### config.mk
export PLATFORM = sky130hd
export DESIGN_NAME = cmd_ring_dma
export DESIGN_NICKNAME = d
export VERILOG_FILES = /design/src/rtl/cmd_ring_pkg.sv /design/src/rtl/cmd_ring_ptr.sv /design/src/rtl/cmd_ring_fsm.sv /design/src/rtl/cmd_ring_ctrl.sv /design/src/rtl/cmd_ring_dma.sv
export SDC_FILE = /design/constraint.sdc
export NUM_CORES = 1
export LEC_CHECK = 0
export BUFFER_PORTS_ARGS = -buffer_cell sky130_fd_sc_hd__buf_2
export CAP_MARGIN = 20
export CORE_UTILIZATION = 45
export DETAILED_ROUTE_END_ITERATION = 8
export GPL_TIMING_DRIVEN = 0
export PLACE_DENSITY = 0.72
export SLEW_MARGIN = 20
export SYNTH_ARGS = -nofsm -noshare
export SYNTH_HDL_FRONTEND = slang
export SYNTH_HIERARCHICAL = 1
export SYNTH_SLANG_ARGS = --single-unit
### constraint.sdc
create_clock -name clk -period 4.4 [get_ports clk]
set_clock_uncertainty 0.05 [all_clocks]
set_input_delay 0.22 -clock clk [delete_from_list [all_inputs] [get_ports clk]]
set_output_delay 0.22 -clock clk [all_outputs]
set_load 0.05 [all_outputs]
### src/rtl/cmd_ring_pkg.sv
package cmd_ring_pkg;

  localparam int PTR_W = 8;

  typedef enum logic [1:0] {
    RING_2    = 2'd0,
    RING_16   = 2'd1,
    RING_256  = 2'd2,
    RING_RSVD = 2'd3
  } ring_size_e;

  typedef enum logic [1:0] {
    ST_IDLE  = 2'd0,
    ST_FETCH = 2'd1,
    ST_SEND  = 2'd2
  } eng_state_e;

  function automatic logic [PTR_W-1:0] last_index(input logic [1:0] sz);
    logic [PTR_W-1:0] r;
    case (ring_size_e'(sz))
      RING_16:  r = PTR_W'(15);
      RING_256: r = PTR_W'(255);
      default:  r = PTR_W'(1);
    endcase
    return r;
  endfunction

endpackage

### src/rtl/cmd_ring_ptr.sv
module cmd_ring_ptr
  import cmd_ring_pkg::*;
(
  input  logic             clk,
  input  logic             rst_n,
  input  logic [1:0]       size_sel_i,
  input  logic             adv_i,
  input  logic             clr_i,
  output logic [PTR_W-1:0] rp_o,
  output logic [PTR_W-1:0] nxt_o
);

  logic [PTR_W-1:0] rp_q, rp_d;
  logic [PTR_W-1:0] lim;
  logic             rp_en;

  assign lim   = last_index(size_sel_i);
  assign nxt_o = (rp_q >= lim) ? '0 : rp_q + 1'b1;
  assign rp_en = adv_i | clr_i;

  always_comb begin
    rp_d = rp_q;
    if (clr_i)      rp_d = '0;
    else if (adv_i) rp_d = nxt_o;
  end

  always_ff @(posedge clk or negedge rst_n) begin
    if (!rst_n)     rp_q <= '0;
    else if (rp_en) rp_q <= rp_d;
  end

  assign rp_o = rp_q;

endmodule

### src/rtl/cmd_ring_fsm.sv
module cmd_ring_fsm
  import cmd_ring_pkg::*;
#(
  parameter int ADDR_W = 32,
  parameter int CMD_W  = 32
) (
  input  logic              clk,
  input  logic              rst_n,
  input  logic              run_i,
  input  logic              blocked_i,
  input  logic [PTR_W-1:0]  rp_i,
  input  logic [PTR_W-1:0]  nxt_i,
  input  logic [PTR_W-1:0]  wp_i,
  input  logic [ADDR_W-1:0] base_i,
  input  logic              mem_rvalid_i,
  input  logic [CMD_W-1:0]  mem_rdata_i,
  input  logic              tx_ready_i,
  output logic              mem_req_o,
  output logic [ADDR_W-1:0] mem_addr_o,
  output logic              ring_valid_o,
  output logic [CMD_W-1:0]  ring_data_o,
  output logic              adv_o,
  output logic              busy_o
);

  localparam int PAD_W = ADDR_W - PTR_W - 2;

  eng_state_e        st_q, st_d;
  logic [ADDR_W-1:0] addr_q, addr_d;
  logic [CMD_W-1:0]  data_q;
  logic              addr_en, data_en;
  logic              start;

  assign start   = run_i && !blocked_i && (rp_i != wp_i);
  assign addr_d  = base_i + {{PAD_W{1'b0}}, nxt_i, 2'b00};
  assign addr_en = (st_q == ST_IDLE) && start;
  assign data_en = (st_q == ST_FETCH) && mem_rvalid_i;

  always_comb begin
    st_d  = st_q;
    adv_o = 1'b0;
    case (st_q)
      ST_IDLE:  if (start) st_d = ST_FETCH;
      ST_FETCH: if (mem_rvalid_i) st_d = ST_SEND;
      ST_SEND: begin
        if (tx_ready_i) begin
          st_d  = ST_IDLE;
          adv_o = 1'b1;
        end
      end
      default:  st_d = ST_IDLE;
    endcase
  end

  always_ff @(posedge clk or negedge rst_n) begin
    if (!rst_n) st_q <= ST_IDLE;
    else        st_q <= st_d;
  end

  always_ff @(posedge clk or negedge rst_n) begin
    if (!rst_n)       addr_q <= '0;
    else if (addr_en) addr_q <= addr_d;
  end

  always_ff @(posedge clk or negedge rst_n) begin
    if (!rst_n)       data_q <= '0;
    else if (data_en) data_q <= mem_rdata_i;
  end

  assign mem_req_o    = (st_q == ST_FETCH);
  assign mem_addr_o   = addr_q;
  assign ring_valid_o = (st_q == ST_SEND);
  assign ring_data_o  = data_q;
  assign busy_o       = (st_q != ST_IDLE);

endmodule

### src/rtl/cmd_ring_ctrl.sv
module cmd_ring_ctrl
  import cmd_ring_pkg::*;
#(
  parameter int CMD_W = 32
) (
  input  logic             clk,
  input  logic             rst_n,
  input  logic             wp_wr_i,
  input  logic [PTR_W-1:0] wp_data_i,
  input  logic             imm_wr_i,
  input  logic [CMD_W-1:0] imm_data_i,
  input  logic             err_clr_i,
  input  logic             running_i,
  input  logic             tx_ready_i,
  output logic [PTR_W-1:0] wp_o,
  output logic             imm_valid_o,
  output logic [CMD_W-1:0] imm_data_o,
  output logic             err_o
);

  logic [PTR_W-1:0] wp_q;
  logic             pend_q, pend_d;
  logic [CMD_W-1:0] idat_q;
  logic             err_q, err_d;
  logic             accept, reject;

  assign accept = imm_wr_i && !running_i && !pend_q;
  assign reject = imm_wr_i && !accept;

  always_comb begin
    pend_d = pend_q;
    if (pend_q && tx_ready_i) pend_d = 1'b0;
    if (accept)               pend_d = 1'b1;
  end

  always_comb begin
    err_d = err_q;
    if (err_clr_i) err_d = 1'b0;
    if (reject)    err_d = 1'b1;
  end

  always_ff @(posedge clk or negedge rst_n) begin
    if (!rst_n)       wp_q <= '0;
    else if (wp_wr_i) wp_q <= wp_data_i;
  end

  always_ff @(posedge clk or negedge rst_n) begin
    if (!rst_n) begin
      pend_q <= 1'b0;
      err_q  <= 1'b0;
    end else begin
      pend_q <= pend_d;
      err_q  <= err_d;
    end
  end

  always_ff @(posedge clk or negedge rst_n) begin
    if (!rst_n)      idat_q <= '0;
    else if (accept) idat_q <= imm_data_i;
  end

  assign wp_o        = wp_q;
  assign imm_valid_o = pend_q;
  assign imm_data_o  = idat_q;
  assign err_o       = err_q;

endmodule

### src/rtl/cmd_ring_dma.sv
module cmd_ring_dma
  import cmd_ring_pkg::*;
#(
  parameter int ADDR_W = 32,
  parameter int CMD_W  = 32
) (
  input  logic              clk,
  input  logic              rst_n,
  input  logic              run_i,
  input  logic              swrst_i,
  input  logic [1:0]        size_sel_i,
  input  logic [ADDR_W-1:0] base_i,
  input  logic              wp_wr_i,
  input  logic [PTR_W-1:0]  wp_data_i,
  output logic [PTR_W-1:0]  rp_o,
  output logic              running_o,
  output logic              mem_req_o,
  output logic [ADDR_W-1:0] mem_addr_o,
  input  logic              mem_rvalid_i,
  input  logic [CMD_W-1:0]  mem_rdata_i,
  output logic              tx_valid_o,
  output logic [CMD_W-1:0]  tx_data_o,
  input  logic              tx_ready_i,
  input  logic              imm_wr_i,
  input  logic [CMD_W-1:0]  imm_data_i,
  input  logic              imm_err_clr_i,
  output logic              imm_err_o
);

  logic [PTR_W-1:0] nxt_idx, wp_q;
  logic             ptr_adv, ptr_clr;
  logic             eng_busy;
  logic             ring_valid, imm_valid;
  logic [CMD_W-1:0] ring_data, imm_data;

  assign running_o = run_i | eng_busy;
  assign ptr_clr   = swrst_i & ~running_o;

  cmd_ring_ptr u_ptr (
    .clk        (clk),
    .rst_n      (rst_n),
    .size_sel_i (size_sel_i),
    .adv_i      (ptr_adv),
    .clr_i      (ptr_clr),
    .rp_o       (rp_o),
    .nxt_o      (nxt_idx)
  );

  cmd_ring_fsm #(.ADDR_W(ADDR_W), .CMD_W(CMD_W)) u_fsm (
    .clk          (clk),
    .rst_n        (rst_n),
    .run_i        (run_i),
    .blocked_i    (imm_valid),
    .rp_i         (rp_o),
    .nxt_i        (nxt_idx),
    .wp_i         (wp_q),
    .base_i       (base_i),
    .mem_rvalid_i (mem_rvalid_i),
    .mem_rdata_i  (mem_rdata_i),
    .tx_ready_i   (tx_ready_i),
    .mem_req_o    (mem_req_o),
    .mem_addr_o   (mem_addr_o),
    .ring_valid_o (ring_valid),
    .ring_data_o  (ring_data),
    .adv_o        (ptr_adv),
    .busy_o       (eng_busy)
  );

  cmd_ring_ctrl #(.CMD_W(CMD_W)) u_ctrl (
    .clk         (clk),
    .rst_n       (rst_n),
    .wp_wr_i     (wp_wr_i),
    .wp_data_i   (wp_data_i),
    .imm_wr_i    (imm_wr_i),
    .imm_data_i  (imm_data_i),
    .err_clr_i   (imm_err_clr_i),
    .running_i   (running_o),
    .tx_ready_i  (tx_ready_i),
    .wp_o        (wp_q),
    .imm_valid_o (imm_valid),
    .imm_data_o  (imm_data),
    .err_o       (imm_err_o)
  );

  assign tx_valid_o = ring_valid | imm_valid;
  assign tx_data_o  = ring_valid ? ring_data : imm_data;

endmodule

==> impl_summary.log <==
[metrics] port buffer count: 189
[metrics] setup TNS: 0 ns
[metrics] initial antenna violation count: 0
[metrics] area fraction of the dominant cell type after synthesis: 0.468
[metrics] switching power as a share of total power: 0.459
[metrics] Leak: 0.00407 uW
[metrics] CTS H-Tree Depth: 4
[metrics] Core Region: 0.0133 mm2
[metrics] largest net degree at the start of global routing: 80
[metrics] Bufs on Longest Clock Path: 2
[metrics] ranking of synthesized cells by instance count: 116 x sky130_fd_sc_hd__dfrtp_1, 77 x sky130_fd_sc_hd__mux2_2, 40 x sky130_fd_sc_hd__nand2_1, 36 x sky130_fd_sc_hd__o21ai_0, 29 x sky130_fd_sc_hd__mux2_4
[metrics] net count after synthesis: 649
[metrics] cell with the most instances after synthesis: sky130_fd_sc_hd__dfrtp_1
[metrics] register clock-pin slew on the reported worst setup and hold paths: 0.05 ns
[metrics] most instantiated flip-flop cell in the synthesis netlist: sky130_fd_sc_hd__dfrtp_1
[metrics] routed via count: 5,145
[metrics] final hold violation count: 0
[metrics] cell seen most often among critical-path stages: sky130_fd_sc_hd__ha_1
[metrics] worst rel slew slack: 0.522
[metrics] top fanout value on the critical path: 10
[metrics] setup slack after placement: 0.502 ns
[metrics] Final period util: 0.871
[metrics] number of sinks handled by clock tree synthesis: 116
[metrics] final worst setup slack: 0.567 ns
[metrics] # DRC: 0
[metrics] worst reg2reg path depth: 15
[metrics] register-to-register setup slack: 0.57 ns
[metrics] Logic pwr share: 0.537
[metrics] sequential-to-total area share from yosys stat: 0.468
[metrics] setup-violating endpoint count in the final report: 0
[metrics] CTS resizes: 0
[metrics] Max IR drop VDD: 417 uV
[metrics] sum of routed wire length over all layers: 16,300 um
[metrics] minimum hold slack: 0.0116 ns
[metrics] unrepaired setup endpoints after global routing: false
[metrics] wire length of the first global-routing pass: 26,400 um
[metrics] GRT Overall Usage: 0.239
[metrics] post-route minimum period: 3.83 ns
[metrics] Die Y: 119 um
[metrics] endpoint kind of the worst setup timing path: flop
[metrics] total net switching power: 3210 uW
[metrics] Reg-to-Reg Start: u_ptr/rp_o[7]$_DFFE_PN0P_
[metrics] ant diodes: 0
[metrics] Hold Path Cell Cnt: 2
[metrics] power density over the cells: 803 mW/mm2
[metrics] antenna-violating nets left: 0
[metrics] total overflow reported by the global router: 0
[metrics] Post-synth EDFFs: 0
[metrics] Netlist cell types: 51
[metrics] vias per cell: 5.21
[metrics] hold endpoint: u_fsm/st_q[0]$_DFFE_PN0P_
[metrics] peak clock frequency supported by timing: 261 MHz
[metrics] reg-to-reg endpoint: u_fsm/mem_addr_o[16]$_DFFE_PN0P_
[metrics] average wire length per cell after detail routing: 16.5 um
[metrics] area delta synth->final: 40.4%
[metrics] drt initial violations: 187
[metrics] Sequential Power Share: 0.269
[metrics] internal power summed over all cells: 3790 uW
[metrics] cell count after synthesis: 518
[metrics] Top Family by Delay on Critical Path: adder cells
[metrics] count of maximum capacitance violations: 0
[metrics] Synth area leader: sky130_fd_sc_hd__dfrtp_1
[metrics] Top Ports: 191
[metrics] Final Max Tran Viols: 0
[metrics] critical path data arrival time: 4.10 ns
[metrics] net count of the finished layout: 929
[metrics] via count of the first global-routing pass: 5,368
[metrics] source-to-sink clock delay at the later pin of the worst-skew pair: 0.40 ns
[metrics] Yosys warnings: 6
[metrics] worst path cell trace: ha_1 -> nand2_1 -> o21ai_1 -> or2_1 -> buf_4 -> nor2_1 -> ha_1 -> inv_1 -> fa_1 -> nand2b_1 -> a211oi_1 -> buf_2 -> o2111ai_1 -> xor2_1 -> o21ai_0
[metrics] post-synthesis register bit count: 116
[metrics] total CTS buffers: 17
[metrics] detailed placer's ending HPWL: 11,100 um
[metrics] Tightest Hold Check Type: primary input to flop
[metrics] result of the run: complete, no violations
[metrics] hold path startpoint: mem_rvalid_i
[metrics] pin slew with the least headroom to its limit: 0.712 ns
[metrics] RePlAce Congestion: 0.851
[metrics] Root Buffer Master: sky130_fd_sc_hd__clkbuf_16
[metrics] CP Launch Type: flop
[metrics] combined area of all synthesized cells: 0.00620 mm2
[metrics] detailed-routing iteration count for the pre-antenna-repair pass: 5
[metrics] average instance area after synthesis: 12.0 um2
[metrics] proportion of register bits with asynchronous set or reset after synthesis: 1.00
[metrics] CP Data Required Time: 4.67 ns
[metrics] post-CTS setup repair buffer count: 0
[metrics] layout cell share with drive strength beyond 1: 0.433
[metrics] worst path bufs/invs: 3
[metrics] Rows: 42
[metrics] die boundary width: 119 um
[metrics] initial core utilization: 0.465
[metrics] die area: 0.0143 mm2
[metrics] slowest stage cell on the critical path: sky130_fd_sc_hd__dfrtp_1
[metrics] biggest cell delay along the critical path: 0.47 ns
[metrics] part of the total power dissipated in the clock network: 0.194
[metrics] path type of the worst setup path: flop to flop
[metrics] final design utilization: 0.653
[metrics] TritonCTS clock tree: built
[metrics] cell types occupying the most area after synthesis: sky130_fd_sc_hd__dfrtp_1 47%, sky130_fd_sc_hd__mux2_2 14%, sky130_fd_sc_hd__mux2_4 7.0%
[metrics] hold bufs inserted after CTS: 71
==> metal layers <==
| layer | vias up | share of wire | GRT usage |
|---|---|---|---|
| li1 | 2440 | - | - |
| met1 | 2484 | 0.39 | 0.278 |
| met2 | 193 | 0.53 | 0.421 |
| met3 | 28 | 0.059 | 0.0580 |
| met4 | 0 | 0.020 | 0.0938 |
| met5 | - | 0 | 0 |
==> worst max-delay path by stage <==
stage / from / to / slack [ns] / depth (start not counted)
after global placement: size_sel_i[0] / u_fsm/mem_addr_o[22]$_DFFE_PN0P_ / 0.52 / 18
after CTS: u_ptr/rp_o[7]$_DFFE_PN0P_ / u_fsm/mem_addr_o[16]$_DFFE_PN0P_ / 0.57 / 15
final: u_ptr/rp_o[7]$_DFFE_PN0P_ / u_fsm/mem_addr_o[16]$_DFFE_PN0P_ / 0.57 / 15
after detailed placement: size_sel_i[0] / u_fsm/mem_addr_o[16]$_DFFE_PN0P_ / 0.50 / 18
after global routing: u_ptr/rp_o[7]$_DFFE_PN0P_ / u_fsm/mem_addr_o[16]$_DFFE_PN0P_ / 0.17 / 15
after floorplan: u_ptr/rp_o[1]$_DFFE_PN0P_ / u_fsm/mem_addr_o[22]$_DFFE_PN0P_ / 0.76 / 15
==> power by group through the flow <==
stage,combinational (uW),clock [uW],sequential (uW)
finish,3760,1360,1880
global route,3990,1430,1940
CTS,3760,1390,1880
detailed placement,3700,0,1890
global placement,3620,0,1850
floorplan,2350,0,2400
==> state kept, by name, summed over array words and instances, names as in the netlist <==
signal / count
u_ctrl/imm_data_o: 32
u_fsm/st_q: 2
u_ctrl/imm_valid_o: 1
u_ctrl/wp_o: 8
u_ptr/rp_o: 8
u_fsm/ring_data_o: 32
u_fsm/mem_addr_o: 32
u_ctrl/err_o: 1
==> cells in the final DEF, fill, tap and decap left out, types with 5 or more instances in the layout <==
master / instances
sky130_fd_sc_hd__xor2_1: 27
sky130_fd_sc_hd__clkbuf_8: 5
sky130_fd_sc_hd__xnor2_1: 12
sky130_fd_sc_hd__inv_1: 15
sky130_fd_sc_hd__ha_1: 15
sky130_fd_sc_hd__dlygate4sd3_1: 71
sky130_fd_sc_hd__clkbuf_16: 17
sky130_fd_sc_hd__buf_2: 193
sky130_fd_sc_hd__o211ai_1: 11
sky130_fd_sc_hd__o21ai_1: 8
sky130_fd_sc_hd__nor2_1: 10
sky130_fd_sc_hd__buf_6: 5
sky130_fd_sc_hd__mux2_2: 77
sky130_fd_sc_hd__and2_1: 7
sky130_fd_sc_hd__nand2_1: 40
sky130_fd_sc_hd__or4_1: 6
sky130_fd_sc_hd__o21ai_0: 36
sky130_fd_sc_hd__dfrtp_1: 116
sky130_fd_sc_hd__a21oi_1: 16
sky130_fd_sc_hd__clkinv_2: 5
sky130_fd_sc_hd__clkbuf_1: 11
sky130_fd_sc_hd__o2111ai_1: 10
sky130_fd_sc_hd__nand3_1: 9
sky130_fd_sc_hd__mux2_4: 29
==> cells by family after synthesis <==
kind of cell,count (synthesis),share of synthesized area
AOI/OAI and AO/OA,97,0.100
xor gates and xnor gates,39,0.0551
adders and majority gates,16,0.0335
DFF,116,0.468
muxes,108,0.214
and+or+nand+nor,101,0.0904
buffers and inverters,41,0.0391
==> per-stage QoR <==
stage	area [um2]	total power (uW)	cells
5_1_grt	8710	7360	987
3_5_place_dp	7400	5590	884
3_3_place_gp	7370	5470	883
2_1_floorplan	6200	4750	518
6_report	8710	7000	987
4_1_cts	8710	7030	987
==> layout make-up <==
class	instances	area [um2]
inverters	15	56.3
fillers	1012	4640
clock inverters	9	100
plain buffers	26	186
well taps	176	220
clock buffers	23	498
flip-flops and latches	116	2900
repair buffers	261	1690
multi-input cells	361	3060
Note: power is estimated with default switching activity, not from simulation.
